--- config.mk ---
export PLATFORM = sky130hd
export DESIGN_NAME = irq_vic
export DESIGN_NICKNAME = d
export VERILOG_FILES = /design/src/rtl/irq_vic_pkg.sv /design/src/rtl/irq_cfg_regs.sv /design/src/rtl/irq_flag_bank.sv /design/src/rtl/irq_pick.sv /design/src/rtl/irq_isr_track.sv /design/src/rtl/irq_vic.sv
export SDC_FILE = /design/constraint.sdc
export NUM_CORES = 1
export LEC_CHECK = 0
export BUFFER_PORTS_ARGS = -buffer_cell sky130_fd_sc_hd__buf_2
export CAP_MARGIN = 20
export CELL_PAD_IN_SITES_DETAIL_PLACEMENT = 2
export CELL_PAD_IN_SITES_GLOBAL_PLACEMENT = 2
export CORE_ASPECT_RATIO = 0.5
export CORE_MARGIN = 2
export CORE_UTILIZATION = 33
export CTS_CLUSTER_DIAMETER = 40
export DETAILED_ROUTE_END_ITERATION = 8
export PLACE_DENSITY_LB_ADDON = 0.1
export SETUP_SLACK_MARGIN = 0.4
export SYNTH_ARGS = -nofsm -noshare
export SYNTH_HDL_FRONTEND = slang
export SYNTH_HIERARCHICAL = 1
export SYNTH_SLANG_ARGS = --single-unit
--- constraint.sdc ---
create_clock -name clk -period 3.55 [get_ports clk]
set_clock_uncertainty 0.15 [all_clocks]
set_input_delay 0.355 -clock clk [delete_from_list [all_inputs] [get_ports clk]]
set_output_delay 0.355 -clock clk [all_outputs]
set_load 0.02 [all_outputs]
--- src/rtl/irq_vic_pkg.sv ---
package irq_vic_pkg;
  localparam int NSRC  = 10;
  localparam int IDXW  = $clog2(NSRC);
  localparam int CID_N = 5;
  localparam int LVLS  = 2;

  localparam int I_SER = 4;
  localparam int I_DIV = 7;
  localparam int I_CMP = 8;

  // Vector address for a rank: ranks 0..3 sit in slots 0..3, the rest skip three slots.
  function automatic logic [7:0] vec_of(input logic [IDXW-1:0] idx);
    logic [7:0] slot;
    slot = (idx < IDXW'(4)) ? 8'(idx) : 8'(idx) + 8'd3;
    return {slot[4:0], 3'b011};
  endfunction

  // Gather per-source bits from the two 8-bit registers into rank order.
  function automatic logic [NSRC-1:0] map_bits(input logic [7:0] ra, input logic [7:0] rb);
    return {rb[3], rb[2], rb[1], rb[5], rb[0], ra[6], ra[3], ra[2], ra[1], ra[0]};
  endfunction
endpackage

--- src/rtl/irq_cfg_regs.sv ---
module irq_cfg_regs
  import irq_vic_pkg::*;
(
  input  logic            clk,
  input  logic            rst_n,
  input  logic            we,
  input  logic [1:0]      addr,
  input  logic [7:0]      wdata,
  output logic            glb_en,
  output logic [NSRC-1:0] src_en,
  output logic [NSRC-1:0] src_hi
);
  logic [7:0] en_a, en_b, pri_a, pri_b;

  always_ff @(posedge clk or negedge rst_n) begin
    if (!rst_n) begin
      en_a  <= '0;
      en_b  <= '0;
      pri_a <= '0;
      pri_b <= '0;
    end else if (we) begin
      case (addr)
        2'd0:    en_a  <= wdata;
        2'd1:    en_b  <= wdata;
        2'd2:    pri_a <= wdata;
        default: pri_b <= wdata;
      endcase
    end
  end

  assign glb_en = en_a[7];
  assign src_en = map_bits(en_a, en_b);
  assign src_hi = map_bits(pri_a, pri_b);
endmodule

--- src/rtl/irq_flag_bank.sv ---
module irq_flag_bank
  import irq_vic_pkg::*;
(
  input  logic             clk,
  input  logic             rst_n,
  input  logic             ext0_flag,
  input  logic             tmr0_flag,
  input  logic             ext1_flag,
  input  logic             tmr1_flag,
  input  logic             ext2_flag,
  input  logic             wdt_flag,
  input  logic             ser_set,
  input  logic             div_set,
  input  logic             cmp_level,
  input  logic [CID_N-1:0] cid_set,
  input  logic [CID_N-1:0] cid_clr,
  input  logic             ack_ser,
  input  logic             ack_div,
  input  logic             ack_cmp,
  output logic             cmp_rise,
  output logic [NSRC-1:0]  pend
);
  logic             ser_q, div_q, cmp_q, cmp_prev;
  logic [CID_N-1:0] cid_q;

  assign cmp_rise = cmp_level & ~cmp_prev;

  always_ff @(posedge clk or negedge rst_n) begin
    if (!rst_n) begin
      ser_q    <= 1'b0;
      div_q    <= 1'b0;
      cmp_q    <= 1'b0;
      cmp_prev <= 1'b0;
    end else begin
      ser_q    <= ser_set  | (ser_q & ~ack_ser);
      div_q    <= div_set  | (div_q & ~ack_div);
      cmp_q    <= cmp_rise | (cmp_q & ~ack_cmp);
      cmp_prev <= cmp_level;
    end
  end

  for (genvar g = 0; g < CID_N; g++) begin : g_cid
    always_ff @(posedge clk or negedge rst_n) begin
      if (!rst_n) cid_q[g] <= 1'b0;
      else        cid_q[g] <= cid_set[g] | (cid_q[g] & ~cid_clr[g]);
    end
  end

  assign pend = {|cid_q, cmp_q, div_q, wdt_flag, ext2_flag, ser_q,
                 tmr1_flag, ext1_flag, tmr0_flag, ext0_flag};
endmodule

--- src/rtl/irq_pick.sv ---
module irq_pick
  import irq_vic_pkg::*;
(
  input  logic [NSRC-1:0] pend,
  input  logic [NSRC-1:0] src_en,
  input  logic [NSRC-1:0] src_hi,
  input  logic            glb_en,
  input  logic [LVLS-1:0] isr,
  output logic            found,
  output logic            lvl,
  output logic [NSRC-1:0] grant,
  output logic [IDXW-1:0] idx
);
  logic [NSRC-1:0] live, hi_c, lo_c, cand;

  assign live = pend & src_en & {NSRC{glb_en}};
  assign hi_c = live &  src_hi & {NSRC{~isr[1]}};
  assign lo_c = live & ~src_hi & {NSRC{isr == '0}};
  assign lvl  = |hi_c;
  assign cand = lvl ? hi_c : lo_c;
  assign found = |cand;

  always_comb begin
    grant = '0;
    idx   = '0;
    for (int k = NSRC - 1; k >= 0; k--) begin
      if (cand[k]) begin
        grant = NSRC'(1) << k;
        idx   = IDXW'(k);
      end
    end
  end
endmodule

--- src/rtl/irq_isr_track.sv ---
module irq_isr_track
  import irq_vic_pkg::*;
(
  input  logic            clk,
  input  logic            rst_n,
  input  logic            take,
  input  logic            take_lvl,
  input  logic            reti,
  output logic [LVLS-1:0] isr
);
  logic [LVLS-1:0] drop, add;

  assign drop = !reti ? 2'b00 : (isr[1] ? 2'b10 : (isr[0] ? 2'b01 : 2'b00));
  assign add  = !take ? 2'b00 : (take_lvl ? 2'b10 : 2'b01);

  always_ff @(posedge clk or negedge rst_n) begin
    if (!rst_n) isr <= '0;
    else        isr <= (isr & ~drop) | add;
  end
endmodule

--- src/rtl/irq_vic.sv ---
module irq_vic
  import irq_vic_pkg::*;
(
  input  logic             clk,
  input  logic             rst_n,
  input  logic             cfg_we,
  input  logic [1:0]       cfg_addr,
  input  logic [7:0]       cfg_wdata,
  input  logic             ext0_flag,
  input  logic             tmr0_flag,
  input  logic             ext1_flag,
  input  logic             tmr1_flag,
  input  logic             ext2_flag,
  input  logic             wdt_flag,
  input  logic             ser_set,
  input  logic             div_set,
  input  logic             cmp_level,
  input  logic [CID_N-1:0] cid_set,
  input  logic [CID_N-1:0] cid_clr,
  input  logic             insn_bnd,
  input  logic             irq_ack,
  input  logic             irq_reti,
  output logic             irq_req,
  output logic [7:0]       irq_vec,
  output logic [LVLS-1:0]  irq_active,
  output logic [NSRC-1:0]  pend_flags
);
  logic            glb_en;
  logic [NSRC-1:0] src_en, src_hi, grant;
  logic            found, lvl, cmp_rise;
  logic [IDXW-1:0] idx;
  logic [LVLS-1:0] isr;

  logic            req_q, lvl_q;
  logic [7:0]      vec_q;
  logic [IDXW-1:0] idx_q;

  logic sample, take;
  assign sample = insn_bnd & ~req_q & found;
  assign take   = irq_ack & req_q;

  irq_cfg_regs u_cfg (
    .clk(clk), .rst_n(rst_n), .we(cfg_we), .addr(cfg_addr), .wdata(cfg_wdata),
    .glb_en(glb_en), .src_en(src_en), .src_hi(src_hi)
  );

  irq_flag_bank u_flags (
    .clk(clk), .rst_n(rst_n),
    .ext0_flag(ext0_flag), .tmr0_flag(tmr0_flag), .ext1_flag(ext1_flag),
    .tmr1_flag(tmr1_flag), .ext2_flag(ext2_flag), .wdt_flag(wdt_flag),
    .ser_set(ser_set), .div_set(div_set), .cmp_level(cmp_level),
    .cid_set(cid_set), .cid_clr(cid_clr),
    .ack_ser(take && idx_q == IDXW'(I_SER)),
    .ack_div(take && idx_q == IDXW'(I_DIV)),
    .ack_cmp(take && idx_q == IDXW'(I_CMP)),
    .cmp_rise(cmp_rise), .pend(pend_flags)
  );

  irq_pick u_pick (
    .pend(pend_flags), .src_en(src_en), .src_hi(src_hi), .glb_en(glb_en), .isr(isr),
    .found(found), .lvl(lvl), .grant(grant), .idx(idx)
  );

  irq_isr_track u_isr (
    .clk(clk), .rst_n(rst_n), .take(take), .take_lvl(lvl_q), .reti(irq_reti), .isr(isr)
  );

  always_ff @(posedge clk or negedge rst_n) begin
    if (!rst_n) begin
      req_q <= 1'b0;
      lvl_q <= 1'b0;
      vec_q <= '0;
      idx_q <= '0;
    end else if (sample) begin
      req_q <= 1'b1;
      lvl_q <= lvl;
      vec_q <= vec_of(idx);
      idx_q <= idx;
    end else if (take) begin
      req_q <= 1'b0;
    end
  end

  assign irq_req    = req_q;
  assign irq_vec    = vec_q;
  assign irq_active = isr;
endmodule

* Word-level counts from Yosys, hierarchy flattened
Cells that the tools add are included.
** Cells by class
- Reductions and logical operators :: 14
- Muxes and demuxes :: 19
- Eq/ne operators :: 5
- Bitwise operators :: 42
- $add $sub $neg :: 1
- Order comparisons :: 1
** Operators by type and width (number)
- bitwise AND 10 bit :: 6
- two-way mux 4 bit :: 10
- OR reduction 10 bit :: 2
- bitwise AND 1 bit :: 12
- NOT 1 bit :: 12
- two-way mux 10 bit :: 1
- NOT 10 bit :: 1
- equality test 4 x 3 -> 1 bit, second input constant :: 2
- two-way mux 2 bit :: 4
- bitwise OR 1 bit :: 8
- AND reduction 2 bit :: 4
- adder 4 x 2 -> 5 bit, second input constant :: 1
- two-way mux 5 bit :: 1
- OR reduction 5 bit :: 1
- equality test 4 bit, second input constant :: 1
- zero test 2 bit :: 2
- < comparator 4 x 3 -> 1 bit, second input constant :: 1
- logical AND 1 bit :: 3
- two-way mux 1 bit :: 3
- OR reduction 3 bit :: 1
- bitwise AND 2 bit :: 1
- equality test 2 x 1 -> 1 bit, second input constant :: 1
- equality test 2 bit, second input constant :: 1
- NOT 2 bit :: 1
- other kinds (2) :: 2
** Word-level totals
- Word-level logic and storage cells :: 100
- Input bits :: 35
- Output and inout port bits :: 21
- Bits in registers :: 51

* Logic depth before layout (Yosys ltp)
- Depth after elaboration :: 19
- Gate-level depth with buffers :: 14
- Depth with buffers taken out :: 14

* By module
Netlist, hierarchy kept.
** Modules (own cells, without submodules)
- irq_cfg_regs :: sequential area each 525.5 µm², instances 1, cells an instance 46, area each 800.8 µm²
- irq_vic :: sequential area each 300.3 µm², instances 1, cells an instance 56, area each 583.1 µm²
- irq_pick :: sequential area each 0.0 µm², instances 1, cells an instance 89, area each 560.5 µm²
- irq_flag_bank :: sequential area each 225.2 µm², instances 1, cells an instance 38, area each 409.1 µm²
- irq_isr_track :: sequential area each 50.0 µm², instances 1, cells an instance 8, area each 81.3 µm²

* Least setup slack after synthesis
OpenSTA, ideal clock, no wires.
- Path type :: register to register
- Start point :: register u_flags.cid_q[0]
- End point :: register vec_q[4], in the netlist irq_vec[4]
- Path slack :: 0.543 ns
- Stages on the path, launching flop included :: 14
- Library setup time :: 0.074 ns
- Arrival :: 2.783 ns
- Path buffers :: 0
- Data required time :: 3.326 ns
- Clock period less this slack :: 3.007 ns
- Path through :: dfrtp_1 -> nor3_1 -> nand2_1 -> nand3_1 -> nand4_1 -> or3_4 -> nor2_8 -> o2111ai_4 -> and3_4 -> a221oi_2 -> inv_1 -> ha_1 -> mux2_4 -> o21ai_2
** On the way
- Cells in the longest elaborated chain, start to end :: 19
- Elaborated cells on any way between the ends :: 24
- Those cells by class :: 1 x add/sub; 1 x order compare; 12 x mux; 7 x bitwise; 3 x reduce/logical
** Ends and longest elaborated chain
- start, declared :: line irq_flag_bank.sv:24 : logic [CID_N-1:0] cid_q;
- start signal, assigned by index :: line irq_flag_bank.sv:45 : else cid_q[g] <= cid_set[g] | (cid_q[g] & ~cid_clr[g]);
- OR reduction 5 bit (*) :: line irq_flag_bank.sv:49 : assign pend = {|cid_q, cmp_q, div_q, wdt_flag, ext2_flag, ser_q,
- net pend_flags[9] :: line irq_vic.sv:26 : output logic [NSRC-1:0] pend_flags
- bitwise AND 10 bit (*) (2 in a row) :: line irq_pick.sv:16 : assign live = pend & src_en & {NSRC{glb_en}};
- bitwise AND 10 bit (2 in a row) :: line irq_pick.sv:17 : assign hi_c = live & src_hi & {NSRC{~isr[1]}};
- OR reduction 10 bit :: line irq_pick.sv:19 : assign lvl = |hi_c;
- two-way mux 10 bit (*) :: line irq_pick.sv:20 : assign cand = lvl ? hi_c : lo_c;
- two-way mux 4 bit (9 in a row) :: line irq_pick.sv:27 : if (cand[k]) begin
- two-way mux 4 bit (*) :: line irq_pick.sv:27
- net idx[0] :: line irq_vic.sv:31 : logic [IDXW-1:0] idx;
- adder 4 x 2 -> 5 bit / < comparator 4 x 3 -> 1 bit (equally long branches) :: line irq_vic_pkg.sv:14 : slot = (idx < IDXW'(4)) ? 8'(idx) : 8'(idx) + 8'd3;
- two-way mux 5 bit (*) :: line irq_vic_pkg.sv:14
- end signal, assigned :: line irq_vic.sv:77 : vec_q <= vec_of(idx);
- end, declared :: line irq_vic.sv:35 : logic [7:0] vec_q;
Mark *: on every way through the listed nets, which the timed path passes. The rest lies on a longest branch.
A chain may end at the register's enable or synchronous reset.

* Worst setup path in the final report
- Start point :: register u_flags.cid_q[0]
- End point :: register vec_q[4], in the netlist irq_vec[4]
** On the way
- Cells in the longest elaborated chain, start to end :: 19
- Elaborated cells on any way between the ends :: 24
- Those cells by class :: 1 x add/sub; 1 x order compare; 12 x mux; 7 x bitwise; 3 x reduce/logical
** Ends and longest elaborated chain (line)
- OR reduction 5 bit (*) :: irq_flag_bank.sv:49
- bitwise AND 10 bit (*) (2 in a row) :: irq_pick.sv:16
- bitwise AND 10 bit (2 in a row) :: irq_pick.sv:17
- OR reduction 10 bit :: irq_pick.sv:19
- two-way mux 10 bit (*) :: irq_pick.sv:20
- two-way mux 4 bit (9 in a row) :: irq_pick.sv:27
- two-way mux 4 bit (*) :: irq_pick.sv:27
- net idx[0] :: irq_vic.sv:31
- adder 4 x 2 -> 5 bit / < comparator 4 x 3 -> 1 bit (equally long branches) :: irq_vic_pkg.sv:14
- two-way mux 5 bit (*) :: irq_vic_pkg.sv:14
Marks and branches as above.

==> impl_table.tex <==
\begin{tabular}{lr}
\hline
Metric & Value \\
\hline
\multicolumn{2}{l}{\textbf{Floorplanning}} \\
I/O Pins & 56 \\
Initial core utilization & 0.3475 \\
Floorplan Core Area & $\sim$0.0068 mm² \\
Overall die area & between 0.007 and 0.008 mm² \\
Die span in x & approximately 120 µm \\
Cell row count & 21 \\
Die height & roughly 64 µm \\
\multicolumn{2}{l}{\textbf{Finish}} \\
Signed area change from the synthesized netlist to the final layout & 29.31\% \\
Share of cells above drive strength 1 & 0.4410 \\
Antenna Diode Count & 0 \\
Area used by sequential logic in the layout & $\sim$0.0011 mm² \\
Summed area of non-filler cells in the final layout & 0.003058 mm² \\
Highest-count cells in the layout ignoring fill and taps & 53 x sky130\_fd\_sc\_hd\_\_buf\_2, 44 x sky130\_fd\_sc\_hd\_\_dfrtp\_1, 24 x sky130\_fd\_sc\_hd\_\_mux2\_2 \\
Most common library cell in the layout ignoring fill and taps & sky130\_fd\_sc\_hd\_\_buf\_2 \\
Area taken by multi-input logic gates & approximately 0.0012 mm² \\
Layout Nets & around 320 \\
Filler Cell Count & around 730 \\
\multicolumn{2}{l}{\textbf{Global routing}} \\
GR Layer Usage met1 & 0.2350 \\
Largest net degree at the start of global routing & 45 \\
Aggregate global-route resource usage & 0.1753 \\
Global-route layer with the greatest usage & met2 \\
Fraction of met2 tracks used by global routing & 0.2878 \\
Total grt overflow & 0 \\
Global routing usage on met3 & 0.04732 \\
Vias in the first global route & slightly below 2000 \\
Initial antenna violation count & 0 \\
Wire length of the first global-routing pass & approximately 10000 µm \\
\multicolumn{2}{l}{\textbf{Worst setup path}} \\
Capturing element of the worst setup path & irq\_vec[4]\$\_DFFE\_PN0P\_ \\
Buf+Inv Stages, Crit Path & 1 \\
Worst Path Required & 3.61 ns \\
Category of the worst setup path launch point & flop \\
Launch point of the worst reg-to-reg path & u\_flags/cid\_q[0]\$\_DFF\_PN0\_ \\
Worst setup path class & flop to flop \\
R2R depth & 13 \\
Setup slack of the worst register-to-register path & 0.46 ns \\
Crit path max-delay family & simple AND/OR/NAND/NOR gates \\
Longest individual stage delay on the worst path & 0.41 ns \\
Critical path depth in cells & 13 \\
Signal arrival time at the worst endpoint & roughly 3.2 ns \\
Kind of end point of the critical path & flop \\
Worst setup path startpoint & u\_flags/cid\_q[0]\$\_DFF\_PN0\_ \\
Worst flop-to-flop path endpoint & irq\_vec[4]\$\_DFFE\_PN0P\_ \\
Highest fanout seen on the critical path & 6 \\
CP max-delay cell & sky130\_fd\_sc\_hd\_\_or3\_4 \\
Crit-path cells & nor3\_2 > nand2\_2 > nand3\_2 > nand4\_1 > or3\_4 > nor2\_8 > o2111ai\_4 > and3\_4 > a221oi\_4 > inv\_2 > ha\_4 > mux2\_4 > o21ai\_2 \\
\multicolumn{2}{l}{\textbf{Placed design}} \\
Final weighted congestion in routability-driven placement & roughly 0.84 \\
Placement Setup Slack & between 0.2 and 0.3 ns \\
Final HPWL from detailed placement & approximately 4800 µm \\
Total cell area at the placement stage & 0.002660 mm² \\
Port Buf Inserts & 53 \\
\multicolumn{2}{l}{\textbf{Timing}} \\
Worst path setup slack after routing & between 0.4 and 0.5 ns \\
RSZ-0062 raised after global routing & yes \\
Setup TNS & 0 ns \\
Ratio of final minimum period to clock period & 0.8691 \\
Final setup vio count & 0 \\
Max-slew violation count & 0 \\
Worst slew slack as a fraction of its limit & 0.6500 \\
Post-layout minimum cycle time & approximately 3.1 ns \\
Worst Max-Slew Pin Slew & around 0.52 ns \\
Hold Fails Final Rpt & 0 \\
Highest clock rate & around 320 MHz \\
\multicolumn{2}{l}{\textbf{Power}} \\
Power density relative to cell area & 698.3 mW/mm² \\
Share of power burned in combinational logic & 0.399 \\
Static Leak & $\sim$0.0014 µW \\
Clock network power share & 0.254 \\
Portion of total power attributed to sequential cells & 0.347 \\
Switching power & roughly 780 µW \\
Worst VDD drop & 0.2693 mV \\
Cell-internal power & about 1400 µW \\
Switch share & 0.3651 \\
\multicolumn{2}{l}{\textbf{Route}} \\
Final wirelength & just under 7000 µm \\
Vias post-DR & between 1500 and 2000 \\
DRC errors left & 0 \\
Wire length per cell & between 15 and 20 µm \\
Via count normalized by instance count & a little over 5 \\
Remaining number of nets flagged by the antenna check after routing & 0 \\
Pre-Repair DR Iteration Count & 4 \\
1st-iter DRT viols & 34 \\
\multicolumn{2}{l}{\textbf{Min path}} \\
Worst min-delay path category & input pin to flop \\
\multicolumn{2}{l}{\textbf{Clock tree}} \\
TritonCTS clock tree & built \\
TritonCTS buffer count & 5 \\
H-tree levels & 2 \\
Clock latency on the worst-skew pair & 0.29 ns \\
Maximum buffer depth of the clock tree & 2 \\
Number of sinks handled by clock tree synthesis & 44 \\
Register clock-pin slew on the reported worst setup and hold paths & about 0.060 ns \\
Root buf cell & sky130\_fd\_sc\_hd\_\_clkbuf\_16 \\
\multicolumn{2}{l}{\textbf{Flow run}} \\
Number of maximum-capacitance constraint violations & 0 \\
\multicolumn{2}{l}{\textbf{Logic synthesis}} \\
Number of cells produced by synthesis & 223 \\
Post-Syn Area & roughly 0.0024 mm² \\
Synthesized net count & 259 \\
Syn avg cell area & around 11 µm² \\
Synth Warn \# & 6 \\
\multicolumn{2}{l}{\textbf{Status}} \\
Run status & completed \\
\hline
\end{tabular}
power groups by stage:
stage,Combinational [µW],Clock [µW],Sequential [µW]
final,851,542,742
after global routing,943,583,760
after CTS,751,556,740
after detailed placement,688,0,745
after global placement,664,0,732
after floorplan,474,0,745
worst min-delay path by stage:
stage | from | endpoint | depth (start not counted)
finish | cmp_level | u_flags/cmp_prev$_DFF_PN0_ | 1
global route | cmp_level | u_flags/cmp_prev$_DFF_PN0_ | 1
CTS | cmp_level | u_flags/cmp_prev$_DFF_PN0_ | 1
detailed placement | u_flags/cid_q[2]$_DFF_PN0_ | u_flags/cid_q[2]$_DFF_PN0_ | 1
global placement | irq_vec[6]$_DFFE_PN0P_ | irq_vec[6]$_DFFE_PN0P_ | 2
floorplan | rst_n | idx_q[0]$_DFFE_PN0P_ | 0
final cells by class:
class,instances,area share
multi-input combinational,150,0.3924
sequential,44,0.3601
timing repair buffer,69,0.1309
clock buffer,6,0.04542
tap,92,0.03764
inverter,17,0.02087
clock inverter,2,0.01268
stage by stage:
| stage | power [µW] | instances | util | hold slack [ns] |
|---|---|---|---|---|
| 3_3_place_gp | 1395 | 356 | 0.3909 | 0.3087 |
| 2_1_floorplan | 1219 | 223 | - | -0.09059 |
| 4_1_cts | 2047 | 368 | 0.4267 | 0.04186 |
| 3_5_place_dp | 1432 | 356 | 0.3909 | 0.3163 |
| 5_1_grt | 2286 | 380 | 0.4493 | 0.04466 |
| 6_report | 2135 | 380 | 0.4493 | 0.04766 |
layer usage:
layer | vias up | routed length, µm
met3 | 5 | 282
met4 | 0 | 35
met5 | - | 0
met2 | 37 | 3333
li1 | 919 | -
met1 | 967 | 3124
worst reg2reg max path, delay by kind of cell (launching register included):
kind / cells / cell delay [ns]
and+or+nand+nor: 7 / 1.33
AOI/OAI and AO/OA: 3 / 0.56
DFF: 1 / 0.38
muxes: 1 / 0.27
adders and majority gates: 1 / 0.21
buffers and inverters: 1 / 0.10
what timing repair did:
| action | 4_1_cts | 5_1_grt |
|---|---|---|
| endpoints found under the hold margin | 0 | 5 |
| cloned | 0 | 1 |
| pin swaps | 7 | 13 |
| hold buffers | 0 | 1 |
| endpoints found under the setup margin | 4 | 8 |
| setup buffers | 4 | 9 |
| gates resized for setup | 9 | 9 |
sequential cells by signal, indices dropped and copies added, names as in the netlist:
name,flops
idx_q,4
u_cfg/en_b,5
u_flags/div_q,1
u_flags/cmp_q,1
u_flags/cmp_prev,1
u_flags/ser_q,1
u_cfg/en_a,6
irq_vec,6
u_flags/cid_q,5
lvl_q,1
u_isr/isr,2
u_cfg/pri_b,5
u_cfg/pri_a,5
irq_req,1
Power figures use the tool's default switching activity.
